### src/rtl/cra_pkg.sv
package cra_pkg;

   typedef enum logic {
      AM_FIXED = 1'b0,
      AM_INCR  = 1'b1
   } addr_mode_e;

   localparam logic [1:0] CK_FIXED   = 2'b00;
   localparam logic [1:0] CK_INCR    = 2'b01;
   localparam logic [1:0] CK_RSVD    = 2'b10;
   localparam logic [1:0] CK_SPECIAL = 2'b11;

   localparam int         FIELD_W    = 5;
   localparam logic [4:0] SF_NOP     = 5'b00000;
   localparam logic [4:0] SF_IRQ_CLR = 5'b00110;

endpackage

### src/rtl/cra_txn.sv
module cra_txn (
   input  logic clk,
   input  logic rst_n,
   input  logic ev_start,
   input  logic ev_start_rd,
   input  logic ev_stop,
   input  logic ev_wr,
   input  logic ev_rd,
   output logic txn_open,
   output logic wr_ok,
   output logic rd_ok
);

   logic dir_rd;

   always_ff @(posedge clk or negedge rst_n) begin
      if (!rst_n) begin
         txn_open <= 1'b0;
         dir_rd   <= 1'b0;
      end else if (ev_start) begin
         txn_open <= 1'b1;
         dir_rd   <= ev_start_rd;
      end else if (ev_stop) begin
         txn_open <= 1'b0;
      end
   end

   assign wr_ok = ev_wr & txn_open & ~dir_rd;
   assign rd_ok = ev_rd & txn_open &  dir_rd;

   a_r10_stop_closes: assert property (@(posedge clk) disable iff (!rst_n)
      (ev_stop && !ev_start) |=> !txn_open);

   a_r10_start_opens: assert property (@(posedge clk) disable iff (!rst_n)
      ev_start |=> txn_open);

endmodule

### src/rtl/cra_ptr_ctrl.sv
module cra_ptr_ctrl
   import cra_pkg::*;
#(
   parameter int AW = 5,
   parameter int DW = 8
) (
   input  logic          clk,
   input  logic          rst_n,
   input  logic          wr_ok,
   input  logic [DW-1:0] wr_byte,
   input  logic          rd_ok,
   output logic [AW-1:0] ptr,
   output addr_mode_e    mode,
   output logic          data_wr,
   output logic          irq_clr
);

   logic                is_cmd;
   logic [1:0]          kind;
   logic [FIELD_W-1:0]  field;
   logic                loads_ptr;
   logic                access;

   assign is_cmd    = wr_ok &  wr_byte[DW-1];
   assign data_wr   = wr_ok & ~wr_byte[DW-1];
   assign kind      = wr_byte[6:5];
   assign field     = wr_byte[FIELD_W-1:0];
   assign loads_ptr = is_cmd & ((kind == CK_FIXED) | (kind == CK_INCR));
   assign access    = data_wr | rd_ok;

   always_ff @(posedge clk or negedge rst_n) begin
      if (!rst_n) begin
         ptr  <= '0;
         mode <= AM_FIXED;
      end else if (loads_ptr) begin
         ptr  <= field[AW-1:0];
         mode <= addr_mode_e'(kind[0]);
      end else if (access && mode == AM_INCR) begin
         ptr  <= ptr + 1'b1;
      end
   end

   always_ff @(posedge clk or negedge rst_n) begin
      if (!rst_n) irq_clr <= 1'b0;
      else        irq_clr <= is_cmd & (kind == CK_SPECIAL) & (field == SF_IRQ_CLR);
   end

   a_r7_incr_step: assert property (@(posedge clk) disable iff (!rst_n)
      (access && mode == AM_INCR) |=> ptr == AW'($past(ptr) + 1'b1));

   a_r6_fixed_hold: assert property (@(posedge clk) disable iff (!rst_n)
      (access && mode == AM_FIXED) |=> $stable(ptr));

   a_r2_special_keeps_ptr: assert property (@(posedge clk) disable iff (!rst_n)
      (is_cmd && wr_byte[6]) |=> ($stable(ptr) && $stable(mode)));

   a_r2_clr_from_cmd: assert property (@(posedge clk) disable iff (!rst_n)
      irq_clr |-> $past(wr_ok));

endmodule

### src/rtl/cra_addr_map.sv
module cra_addr_map #(
   parameter int          AW        = 5,
   parameter int          DW        = 8,
   parameter int          NCH       = 4,
   parameter int          CH_BASE   = 20,
   parameter int          ID_ADDR   = 18,
   parameter int          STAT_ADDR = 19,
   parameter logic [7:0]  ID_VAL    = 8'h14,
   parameter logic [31:0] WR_MASK   = 32'h0000_B0FB
) (
   input  logic [AW-1:0]     ptr,
   input  logic [DW-1:0]     ext_rd,
   input  logic [DW-1:0]     status,
   input  logic [NCH*DW-1:0] chan_lo,
   input  logic [NCH*DW-1:0] shadow,
   output logic              writable,
   output logic [NCH-1:0]    lo_hit,
   output logic [DW-1:0]     rd_value
);

   logic [NCH-1:0] hi_hit;

   for (genvar i = 0; i < NCH; i++) begin : g_ch
      localparam int LO_ADDR = CH_BASE + 2 * i;
      assign lo_hit[i] = (ptr == AW'(LO_ADDR));
      assign hi_hit[i] = (ptr == AW'(LO_ADDR + 1));
   end

   assign writable = WR_MASK[ptr];

   always_comb begin
      rd_value = '0;
      if (writable) begin
         rd_value = ext_rd;
      end else if (ptr == AW'(ID_ADDR)) begin
         rd_value = DW'(ID_VAL);
      end else if (ptr == AW'(STAT_ADDR)) begin
         rd_value = status;
      end else begin
         for (int i = 0; i < NCH; i++) begin
            if (lo_hit[i]) rd_value = chan_lo[i*DW +: DW];
            if (hi_hit[i]) rd_value = shadow[i*DW +: DW];
         end
      end
   end

   a_r9_one_channel: assert property (@(ptr) $onehot0({lo_hit, hi_hit}));

endmodule

### src/rtl/cra_shadow.sv
module cra_shadow #(
   parameter int NCH = 4,
   parameter int DW  = 8
) (
   input  logic              clk,
   input  logic              rst_n,
   input  logic [NCH-1:0]    cap,
   input  logic [NCH*DW-1:0] hi_live,
   output logic [NCH*DW-1:0] hi_held
);

   for (genvar i = 0; i < NCH; i++) begin : g_sh
      always_ff @(posedge clk or negedge rst_n) begin
         if (!rst_n)      hi_held[i*DW +: DW] <= '0;
         else if (cap[i]) hi_held[i*DW +: DW] <= hi_live[i*DW +: DW];
      end

      a_r9_shadow_hold: assert property (@(posedge clk) disable iff (!rst_n)
         !cap[i] |=> $stable(hi_held[i*DW +: DW]));

      a_r9_shadow_take: assert property (@(posedge clk) disable iff (!rst_n)
         cap[i] |=> hi_held[i*DW +: DW] == $past(hi_live[i*DW +: DW]));
   end

endmodule

### src/rtl/cmd_reg_access.sv
module cmd_reg_access
   import cra_pkg::*;
#(
   parameter int          AW        = 5,
   parameter int          DW        = 8,
   parameter int          NCH       = 4,
   parameter int          CW        = 16,
   parameter int          CH_BASE   = 20,
   parameter int          ID_ADDR   = 18,
   parameter int          STAT_ADDR = 19,
   parameter logic [7:0]  ID_VAL    = 8'h14,
   parameter logic [31:0] WR_MASK   = 32'h0000_B0FB
) (
   input  logic              clk,
   input  logic              rst_n,
   input  logic              ev_start,
   input  logic              ev_start_rd,
   input  logic              ev_wr,
   input  logic [DW-1:0]     ev_wr_byte,
   input  logic              ev_rd,
   input  logic              ev_stop,
   input  logic [DW-1:0]     reg_rd_data,
   input  logic [DW-1:0]     status_in,
   input  logic [NCH*CW-1:0] chan_data,
   output logic [AW-1:0]     reg_rd_addr,
   output logic [DW-1:0]     rd_data,
   output logic              rd_valid,
   output logic              reg_wr_en,
   output logic [AW-1:0]     reg_wr_addr,
   output logic [DW-1:0]     reg_wr_data,
   output logic              irq_clr
);

   if (DW != 8) begin : g_bad_dw
      $error("command layout requires 8-bit bytes");
   end
   if (AW < 1 || AW > FIELD_W) begin : g_bad_aw
      $error("pointer width must fit the command address field");
   end
   if (CW != 2 * DW) begin : g_bad_cw
      $error("channel width must be two bytes");
   end
   if (CH_BASE + 2 * NCH > (1 << AW)) begin : g_bad_map
      $error("channel registers exceed the address space");
   end

   logic              txn_open;
   logic              wr_ok;
   logic              rd_ok;
   logic [AW-1:0]     ptr;
   addr_mode_e        mode;
   logic              data_wr;
   logic              writable;
   logic [NCH-1:0]    lo_hit;
   logic [DW-1:0]     rd_value;
   logic [NCH*DW-1:0] chan_lo;
   logic [NCH*DW-1:0] chan_hi;
   logic [NCH*DW-1:0] hi_held;

   for (genvar i = 0; i < NCH; i++) begin : g_split
      assign chan_lo[i*DW +: DW] = chan_data[i*CW      +: DW];
      assign chan_hi[i*DW +: DW] = chan_data[i*CW + DW +: DW];
   end

   cra_txn u_txn (
      .clk         (clk),
      .rst_n       (rst_n),
      .ev_start    (ev_start),
      .ev_start_rd (ev_start_rd),
      .ev_stop     (ev_stop),
      .ev_wr       (ev_wr),
      .ev_rd       (ev_rd),
      .txn_open    (txn_open),
      .wr_ok       (wr_ok),
      .rd_ok       (rd_ok)
   );

   cra_ptr_ctrl #(.AW(AW), .DW(DW)) u_ptr (
      .clk     (clk),
      .rst_n   (rst_n),
      .wr_ok   (wr_ok),
      .wr_byte (ev_wr_byte),
      .rd_ok   (rd_ok),
      .ptr     (ptr),
      .mode    (mode),
      .data_wr (data_wr),
      .irq_clr (irq_clr)
   );

   cra_addr_map #(
      .AW(AW), .DW(DW), .NCH(NCH), .CH_BASE(CH_BASE), .ID_ADDR(ID_ADDR),
      .STAT_ADDR(STAT_ADDR), .ID_VAL(ID_VAL), .WR_MASK(WR_MASK)
   ) u_map (
      .ptr      (ptr),
      .ext_rd   (reg_rd_data),
      .status   (status_in),
      .chan_lo  (chan_lo),
      .shadow   (hi_held),
      .writable (writable),
      .lo_hit   (lo_hit),
      .rd_value (rd_value)
   );

   cra_shadow #(.NCH(NCH), .DW(DW)) u_shadow (
      .clk     (clk),
      .rst_n   (rst_n),
      .cap     (lo_hit & {NCH{rd_ok}}),
      .hi_live (chan_hi),
      .hi_held (hi_held)
   );

   assign reg_rd_addr = ptr;

   always_ff @(posedge clk or negedge rst_n) begin
      if (!rst_n) begin
         reg_wr_en   <= 1'b0;
         reg_wr_addr <= '0;
         reg_wr_data <= '0;
         rd_valid    <= 1'b0;
         rd_data     <= '0;
      end else begin
         reg_wr_en <= data_wr & writable;
         rd_valid  <= rd_ok;
         if (data_wr) begin
            reg_wr_addr <= ptr;
            reg_wr_data <= ev_wr_byte;
         end
         if (rd_ok) rd_data <= rd_value;
      end
   end

   a_r4_only_writable: assert property (@(posedge clk) disable iff (!rst_n)
      reg_wr_en |-> WR_MASK[reg_wr_addr]);

   a_r3_strobe_from_data: assert property (@(posedge clk) disable iff (!rst_n)
      reg_wr_en |-> ($past(ev_wr) && !$past(ev_wr_byte[DW-1])));

   a_r5_read_latency: assert property (@(posedge clk) disable iff (!rst_n)
      rd_valid |-> $past(ev_rd));

   a_r10_closed_quiet: assert property (@(posedge clk) disable iff (!rst_n)
      !txn_open |=> (!reg_wr_en && !rd_valid && !irq_clr));

   a_r10_stop_keeps_ptr: assert property (@(posedge clk) disable iff (!rst_n)
      (ev_stop && !wr_ok && !rd_ok) |=> $stable(ptr));

   a_r2_clr_single: assert property (@(posedge clk) disable iff (!rst_n)
      $rose(irq_clr) |-> !reg_wr_en);

endmodule

### config.mk
export PLATFORM = sky130hd
export DESIGN_NAME = cmd_reg_access
export DESIGN_NICKNAME = d
export VERILOG_FILES = /design/src/rtl/cra_pkg.sv /design/src/rtl/cra_txn.sv /design/src/rtl/cra_ptr_ctrl.sv /design/src/rtl/cra_addr_map.sv /design/src/rtl/cra_shadow.sv /design/src/rtl/cmd_reg_access.sv
export SDC_FILE = /design/constraint.sdc
export NUM_CORES = 1
export LEC_CHECK = 0
export BUFFER_PORTS_ARGS = -buffer_cell sky130_fd_sc_hd__buf_2
export CAP_MARGIN = 20
export CORE_MARGIN = 4
export CORE_UTILIZATION = 50
export DETAILED_ROUTE_END_ITERATION = 16
export PLACE_DENSITY = 0.81
export SLEW_MARGIN = 40
export SYNTH_ARGS = -nofsm -noshare
export SYNTH_HDL_FRONTEND = slang
export SYNTH_SLANG_ARGS = --single-unit
### constraint.sdc
create_clock -name clk -period 5.35 [get_ports clk]
set_input_delay 0.535 -clock clk [delete_from_list [all_inputs] [get_ports clk]]
set_output_delay 0.535 -clock clk [all_outputs]
set_load 0.005 [all_outputs]
==> metrics.sh, run 1 <==
STATUS='complete, no violations'
GRT_START_MAX_NET_PINS=65
REGTOREGSETUPSLACK_NS=2.83
ANTENNA_VIOLATING_NETS_POST_ROUTE=0
TOTAL_CTS_BUFFERS=9
WORST_SETUP_HOLD_PATH_CLK_SLEW_NS=0.07
ASYNC_RESET_FF_SHARE_PCT=100
DR.PASS1.ITERS=6
SYNTH_COMMON_CELLS='dfrtp_1 (64), mux2_2 (41), nand2_1 (22)'
FIN_TNS_SETUP_NS=0
WL_PER_CELL_UM=18.4
FIN_CELLS=551
CTS.ROOT.BUFFER_CELL='clkbuf_8'
TIMING.MAX_CAP.VIOLATIONS=0
TIMING.REG2REG.WORST_PATH_DEPTH=5
STD_CELL_ROWS=30
PORT_BUFFERS=123
EFFECTIVE_UTILIZATION_AT_FLOORPLAN_PCT=51.8
VIAS_IN_THE_FIRST_GLOBAL_ROUTE=3347
SYNTH_NETS=434
SYNTH.TOP_CELL.AREA_SHARE_PCT=45.0
GLOBAL_ROUTE.USAGE.MET3_PCT=7.31
WL_UM=10100
CTS_NUM_SINKS=64
FLOORPLAN_DIE_HEIGHT_UM=92.3
IRDROPWORSTVDD_mV=0.267
CTSHOLDBUFFERS=0
CTS_TREE='yes'
SYNTH_TOP_CELL_BY_AREA='dfrtp_1'
FINAL.FILL_COUNT=563
GLOBAL_ROUTE.OVERFLOW_TOTAL=0
H-TREE-DEPTH=3
SYNTHTOPCELLSBYAREA='dfrtp_1 (45%), mux2_2 (13%), a21oi_1 (3.0%)'
FINISH_STAGE_SETUP_VIOLS=0
CTSRESIZECOUNT=0
FINAL.SETUP_SKEW_NS=0.0148
HOLD_PATH.CLASS='input port to async pin'
FLOORPLAN.DIE_AREA_MM2=0.00853
SYNTH_TOP_FLOP_CELL='dfrtp_1'
OVERALL_GLOBAL_ROUTING_USAGE_PCT=24.4
POWER_DENSITY_mW_PER_MM2=466
TIGHTESTPINTRANSITION_NS=0.705
WORST_EP_REQUIRED_TIME_NS=5.57
SYNTHTOLAYOUTAREAGROWTH_PCT=23.7
INSERTION_DELAY_OF_THE_LATER_CLOCKED_PIN_IN_THE_WORST_SKEW_PAIR_NS=0.35
ROUTABILITYCONGESTION=0.930
YOSYSMOSTFREQUENTCELL='dfrtp_1'
SYNTH_CELLS=334
ANTENNA_DIODE_INSTANCE_COUNT=0
DR.FIRST_ITER.DRC_COUNT=306
SYNTH_EDF_COUNT=0
SYNTHESIS.AREA_MM2=0.00356
FINAL_CRITICAL_PATH_TIME_INCLUDING_I_O_DELAYS_AND_SETUP_NS=2.52
SLEW-LIMIT-HEADROOM_PCT=53.0
TIMING.FMAX_MHz=397
CLOCK_TREE.BUFFER_DEPTH=2
SYN-MEAN-INSTANCE-AREA_UM2=10.7
CRITICAL_PATH_PEAK_FANOUT=15
GRT_MOST_USED_LAYER='met2'
IOPINCOUNT=124
LAYOUT_WORST_PATH_CYCLE_SHARE_PCT=47.1
SETUP_REPAIR_AFTER_GLOBAL_ROUTING_MISSED_ITS_MARGIN='false'
GRT_FIRST_PASS_WIRELENGTH_UM=16400
ANTENNA_FOUND_INITIAL=0
SETUP.WORST_PATH.CLASS='register to register'
ENDPOINT_KIND='register'
LAYOUT_NETS=550
DETAILROUTE.VIA_COUNT=3197
MET1_USAGE_PCT=31.9
SEQ_AREA_FRAC_SYNTH_PCT=45.0
PLACE_INST=535
DRC=0
FINAL-MAX-SLEW-VIOLATION-COUNT=0
P_LEAK_uW=0.00213
SYNTH_WARNINGS=0
CTS_SETUP_BUFFERS=0
START_KIND='register'
GLOBAL_ROUTE.USAGE.MET2_PCT=37.3
ARRIVAL_TIME_OF_THE_WORST_SETUP_PATH_NS=2.74
YOSYS.CELL_TYPES.COUNT=66
DETAILED_PLACE_HPWL_UM=7630
FP.COREAREA_MM2=0.00687
DIE_W_UM=92.3
FINAL-HOLD-VIOLATION-COUNT=0
YOSYS_REGISTER_BITS=64
VIA_PER_INST=5.80
POST_ROUTE_CELLS_DRIVE_ABOVE_1_SHARE_PCT=43.3
[critical path, cell delays in order (launching register included)]
cell and delay (ns):
dfrtp_1 0.43, nand3_1 0.49, inv_1 0.57, nand2_1 0.25, nor2_4 0.28, mux2_2 0.37
[flip-flops by register name, indices dropped and copies added (netlist names)]
signal            flops
rd_data               8
rd_valid              1
reg_wr_addr           5
reg_wr_data           8
reg_wr_en             1
u_ptr.irq_clr         1
u_ptr.mode            1
u_ptr.ptr             5
u_shadow.hi_held     32
u_txn.dir_rd          1
u_txn.txn_open        1
[logic make-up (layout without fill, tap and decap cells)]
logic type | Yosys count | in the layout | share of synthesized area (%)
AO/OA/AOI/OAI | 97 | 97 | 19.4
XOR/XNOR | 4 | 4 | 0.985
adder cells (fa/ha/maj) | 5 | 5 | 1.76
buffers and inverters | 34 | 155 | 4.57
flip-flops | 64 | 64 | 45.0
multiplexers | 47 | 47 | 14.8
AND/OR/NAND/NOR | 83 | 83 | 13.4
[final cells by class]
type / count / area (um2) / share of cell area, %
repair buffers: 125 / 634 / 14.4
inverters: 14 / 52.6 / 1.19
well taps: 96 / 120 / 2.73
clock inverters: 6 / 60.1 / 1.36
flip-flops and latches: 64 / 1600 / 36.4
multi-input cells: 236 / 1800 / 41.0
clock buffers: 10 / 128 / 2.90
[routing by layer]
metal | part of all wire, % | wire (um)
met1 | 41 | 4190
met2 | 46 | 4650
met3 | 9.6 | 969
met4 | 3.2 | 321
met5 | 0 | 0
[cell usage in the layout (no fill, tap or decap), drive strengths merged, types with 4 or more instances in the layout]
cell    synthesis  final
a21oi          22     22
nor2b           7      7
o22ai           6      6
and3            5      5
a221oi          4      4
a221o           6      6
nand2          22     22
a22o            4      4
inv            14     14
nor3            5      5
ha              5      5
buf            14    125
clkbuf          6     10
nor2           19     19
mux2           45     45
o21ai          16     16
o211ai          8      8
dfrtp          64     64
nand2b          5      5
[per-stage QoR]
| step | utilization (%) | setup slack [ns] | hold WS (ns) | area, um2 | total power, uW |
|---|---|---|---|---|---|
| 6_report | 64.1 | 2.83 | 0.249 | 4400 | 2050 |
| 5_1_grt | 64.1 | 2.65 | 0.313 | 4400 | 2190 |
| 4_1_cts | 63.9 | 2.66 | 0.380 | 4390 | 2050 |
| 3_5_place_dp | 61.2 | 2.67 | 0.476 | 4200 | 1640 |
| 3_3_place_gp | 61.2 | 2.80 | 0.468 | 4200 | 1610 |
| 2_1_floorplan | - | 3.33 | 0.239 | 3560 | 1380 |
[path summary, 6_finish.rpt]
check                                     startpoint                   end
worst min register to register  u_shadow.hi_held[11]  u_shadow.hi_held[11]
min in group clk                            ev_start        u_txn.txn_open
worst max-delay path                    u_txn.dir_rd   u_shadow.hi_held[4]
worst max register to register          u_txn.dir_rd   u_shadow.hi_held[4]
max in group asynchronous                      rst_n          u_ptr.ptr[3]
worst min-delay path                           rst_n   u_shadow.hi_held[5]
[power breakdown]
| part | switching (uW) | total (uW) | internal [uW] |
|---|---|---|---|
| registers | 157 | 797 | 640 |
| clock network | 187 | 399 | 212 |
| logic | 468 | 857 | 389 |
| total | 812 | 2050 | 1240 |
No activity file was read; power rests on OpenSTA's default activity.
==> run 2: changes to the inputs <==
--- a/config.mk
+++ b/config.mk
@@ -5,12 +5,13 @@
 export SDC_FILE = /design/constraint.sdc
 export NUM_CORES = 1
 export LEC_CHECK = 0
+export ABC_AREA = 1
 export BUFFER_PORTS_ARGS = -buffer_cell sky130_fd_sc_hd__buf_2
 export CAP_MARGIN = 20
 export CORE_MARGIN = 4
-export CORE_UTILIZATION = 50
+export CORE_UTILIZATION = 46
 export DETAILED_ROUTE_END_ITERATION = 16
-export PLACE_DENSITY = 0.81
+export PLACE_DENSITY = 0.78
 export SLEW_MARGIN = 40
 export SYNTH_ARGS = -nofsm -noshare
 export SYNTH_HDL_FRONTEND = slang
==> constraint.sdc (replaced) <==
create_clock -name clk -period 2.3 [get_ports clk]
set_input_delay 0.23 -clock clk [delete_from_list [all_inputs] [get_ports clk]]
set_output_delay 0.23 -clock clk [all_outputs]
set_load 0.005 [all_outputs]
==> run 2 against run 1 <==
  * Synthesized cell count increased by 37%
  * Combinational power rose by 67%
  * Non-clock buffer count increased by 6
  * Sequential power increased by 120%
  * Die area up 9.2%
  * Largest cell class unchanged
==> metrics.sh, run 2 <==
ARRIVAL_TIME_OF_THE_WORST_SETUP_PATH_NS=2.30  # -0.44 ns
SYNTH_NETS=559  # +29%
TIMING.FMAX_MHz=484  # +22%
CTS_TREE='yes'
REGTOREGSETUPSLACK_NS=0.23  # -2.60 ns
LARGEST_REGISTERS_RANKED_BY_FLIP_FLOP_COUNT='u_shadow.hi_held (32), rd_data (8), reg_wr_data (8)'
SYNTH_WARNINGS=0  # unchanged
SYNTHTOPCELLSBYAREA='dfrtp_1 (44%), nand2_1 (15%), mux2_2 (10%)'
PATH_BUF_INV=4  # +3
SEQCELLAREA_MM2=0.00160  # unchanged
SYNTH_CELLS=459  # +37%
SYNTH.TOP_CELL.AREA_SHARE_PCT=44.4  # -0.59 points
CP_COMMON_CELL='nand2_1'
LARGEST_REGISTER='u_shadow.hi_held'
CRIT_PATH_MAX_INCR_DELAY_NS=0.41  # -0.16 ns
FLOORPLAN.DIE_AREA_MM2=0.00932  # +9.2%
H-TREE-DEPTH=3  # unchanged
VIA_PER_INST=4.86  # -16%
WL_MET3_UM=903  # -6.8%
WORST_SETUP_HOLD_PATH_CLK_SLEW_NS=0.07  # about the same
FINAL.SETUP_SKEW_NS=0.00884  # -0.00596 ns
START_KIND='register'
IOPINCOUNT=124  # unchanged
SYNTHTOLAYOUTAREAGROWTH_PCT=27.4
POST_ROUTE_CELLS_DRIVE_ABOVE_1_SHARE_PCT=34.7  # -8.6 points
SETUP_REPAIR_AFTER_GLOBAL_ROUTING_MISSED_ITS_MARGIN='false'
DR.PASS1.ITERS=5  # -1
CRIT_FAMILY='simple AND/OR/NAND/NOR gates'
WORST_HOLD_SLACK_NS=0.0752  # -0.174 ns
HIGHEST_COUNT_CELLS_IN_THE_LAYOUT_IGNORING_FILL_AND_TAPS='nand2_1 (146), buf_2 (123), dfrtp_1 (63)'
YOSYS_REGISTER_BITS=64  # unchanged
DETAILROUTE.VIA_COUNT=3395  # +6.2%
LAYOUT_NETS=691  # +26%
ANTENNA_FOUND_INITIAL=0  # unchanged
LEADING_CELL_TYPE_IN_THE_LAYOUT_FILL_AND_TAPS_EXCLUDED='nand2_1'
FINISH_STAGE_SETUP_VIOLS=0  # unchanged
SETUP.WORST_PATH.CLASS='register to register'
FIN_TNS_SETUP_NS=0  # unchanged
POWER_DENSITY_mW_PER_MM2=925  # +98%
WORST_PATH_CELL_TRACE='inv_1 > ha_1 > nand2_1 > inv_2 > nand2_4 > inv_1 > nand2_1 > nand2_1 > inv_1 > nand2_1 > nand2_1 > nand2_1 > nand2_1 > nand2_1 > nand2_1 > nand2_1 > a21oi_1 > nor2_1'
CTS.ROOT.BUFFER_CELL='clkbuf_8'
ASYNC_RESET_FF_SHARE_PCT=100  # unchanged
FINAL.FILL_COUNT=724  # +29%
SEQ_AREA_FRAC_SYNTH_PCT=44.4  # -0.59 points
SYN-MEAN-INSTANCE-AREA_UM2=7.85  # -26%
YOSYSMOSTFREQUENTCELL='nand2_1'
WORST_EP_REQUIRED_TIME_NS=2.53  # -3.04 ns
WORST_SLACK_NS=0.232  # -2.60 ns
TOTAL_CTS_BUFFERS=9  # unchanged
VIAS_IN_THE_FIRST_GLOBAL_ROUTE=3405  # +1.7%
SYNTH_COMMON_CELLS='nand2_1 (147), dfrtp_1 (64), inv_1 (61)'
STATUS='complete, no violations'
TIGHTESTPINTRANSITION_NS=0.695  # -0.00971 ns
CTS_NUM_SINKS=64  # unchanged
ROUTABILITYCONGESTION=0.914  # -1.8%
WL_UM=9710  # -4.2%
IRDROPWORSTVDD_mV=0.465  # +74%
SYNTHESIS.AREA_MM2=0.00360  # +1.3%
FP.COREAREA_MM2=0.00769  # +12%
FINAL_CRITICAL_PATH_TIME_INCLUDING_I_O_DELAYS_AND_SETUP_NS=2.07  # -0.450 ns
PRE_CTS_SLACK_NS=0.139  # -2.53 ns
DRC=0  # unchanged
EFFECTIVE_UTILIZATION_AT_FLOORPLAN_PCT=46.9  # -4.9 points
ANTENNA_VIOLATING_NETS_POST_ROUTE=0  # unchanged
P_LEAK_uW=0.00267  # +25%
STD_CELL_ROWS=32  # +6.7%
SYNTH_TOP_CELL_BY_AREA='dfrtp_1'
SYNTH_TOP_FLOP_CELL='dfrtp_1'
MULTIINPUTGATEAREA_MM2=0.00169  # -6.2%
CRITICAL_PATH_PEAK_FANOUT=15  # unchanged
PORT_BUFFERS=123  # unchanged
HOLD_PATH.CLASS='input port to register'
SLEW-LIMIT-HEADROOM_PCT=53.6  # +0.65 points
CRITICAL-PATH-SLOWEST-CELL='dfrtp_1'
DETAILED_PLACE_HPWL_UM=7650  # +0.24%
MET2_WIRELENGTH_UM=4200  # -9.7%
FINAL-HOLD-VIOLATION-COUNT=0  # unchanged
DR.FIRST_ITER.DRC_COUNT=157  # -49%
MET1WIRELENGTH_UM=4400  # +5.0%
LARGEST_REG_FLOPS=32  # unchanged
LAYOUT_WORST_PATH_CYCLE_SHARE_PCT=89.9  # +43 points
ENDPOINT_KIND='register'
INSERTION_DELAY_OF_THE_LATER_CLOCKED_PIN_IN_THE_WORST_SKEW_PAIR_NS=0.34  # about the same
ANTENNA_DIODE_INSTANCE_COUNT=0  # unchanged
SYNTH_EDF_COUNT=0  # unchanged
OVERALL_GLOBAL_ROUTING_USAGE_PCT=22.3  # -2.1 points
WL_PER_CELL_UM=13.9  # -24%
GRT_FIRST_PASS_WIRELENGTH_UM=15800  # -3.6%
CLOCK_TREE.BUFFER_DEPTH=2  # unchanged
YOSYS.CELL_TYPES.COUNT=26  # -61%
DIE_W_UM=96.5  # +4.5%
HIGHEST-SIGNAL-LAYER='met4'
FINAL-MAX-SLEW-VIOLATION-COUNT=0  # unchanged
GRT_START_MAX_NET_PINS=37  # -43%
FLOORPLAN_DIE_HEIGHT_UM=96.5  # +4.5%
GLOBAL_ROUTE.OVERFLOW_TOTAL=0  # unchanged
TIMING.MAX_CAP.VIOLATIONS=0  # unchanged
## run 2: cell types whose count changed after synthesis, moves of 6 or more
cell and change:
or2_0 +7, nand3_1 +26, mux2_2 -9, inv_1 +47, nand2_1 +125, or2_2 +10
a21oi_1 -10, buf_2 -8, nor2b_1 -6, inv_2 +9, a221o_1 -6, o22ai_1 -6
o21ai_0 +23
## run 2: worst register-to-register path: stages (launching register included)
cell     delay [ns]
dfrtp_1        0.41
inv_1          0.13
ha_1           0.21
nand2_1        0.15
inv_2          0.07
nand2_4        0.14
inv_1          0.09
nand2_1        0.07
nand2_1        0.05
inv_1          0.05
nand2_1        0.05
nand2_1        0.08
nand2_1        0.06
nand2_1        0.07
nand2_1        0.05
nand2_1        0.06
nand2_1        0.05
a21oi_1        0.13
nor2_1         0.06
## run 2: what timing repair did
action / CTS / global route
hold endpoints to repair: 28 / 0
hold buffers: 1 / 0
setup buffers: 0 / 2
setup endpoints to repair: 0 / 4
gates resized for setup: 0 / 5
## run 2: power by group
group / internal (uW) / switching (uW) / leakage [uW]
logic: 644 / 783 / 0.00172
registers: 1500 / 266 / 0.000836
clock network: 640 / 417 / 0.000108
total: 2780 / 1470 / 0.00267
## run 2: layer usage
metal  global-route usage, %  vias up
met5                       0        -
met4                    8.76        0
met3                    5.11       19
met2                    34.4      132
met1                    30.5     1551
li1                        -     1693
## run 2: path summary, 6_finish.rpt
path                           startpoint                   end  cells past startpoint
setup / recovery             u_ptr.ptr[0]            rd_data[1]                     18
hold / removal                    ev_stop        u_txn.txn_open                      2
setup reg to reg             u_ptr.ptr[0]            rd_data[1]                     18
hold reg to reg            reg_wr_data[5]        reg_wr_data[5]                      2
max in group asynchronous           rst_n          u_ptr.ptr[1]                      3
min in group asynchronous           rst_n  u_shadow.hi_held[17]                      2
## run 2: area by class of cell
type | instances | area share [%]
Tap cell | 102 | 2.78
Multi-Input combinational cell | 315 | 36.9
Timing Repair Buffer | 131 | 15.0
Clock buffer | 13 | 3.24
Clock inverter | 3 | 1.42
Inverter | 70 | 5.72
Sequential cell | 64 | 34.9
## run 2: cells by family (layout without fill, tap and decap cells)
logic type | after synthesis | count (layout) | share of synthesized area, %
AO/OA/AOI/OAI | 52 | 52 | 7.50
XOR/XNOR | 3 | 3 | 0.729
buffers and inverters | 80 | 217 | 8.82
flip-flops | 64 | 64 | 44.4
multiplexers | 32 | 32 | 10.0
adder cells (fa/ha/maj) | 5 | 5 | 1.74
AND/OR/NAND/NOR | 223 | 223 | 26.8
## run 2: per-stage QoR
stage	power [uW]	utilization [%]	cell area, um2	std cells
2_1_floorplan	2580	-	3600	459
3_3_place_gp	3120	56.5	4340	679
3_5_place_dp	3170	56.5	4340	679
4_1_cts	4240	59.4	4570	696
5_1_grt	4570	59.7	4590	698
6_report	4250	59.7	4590	698
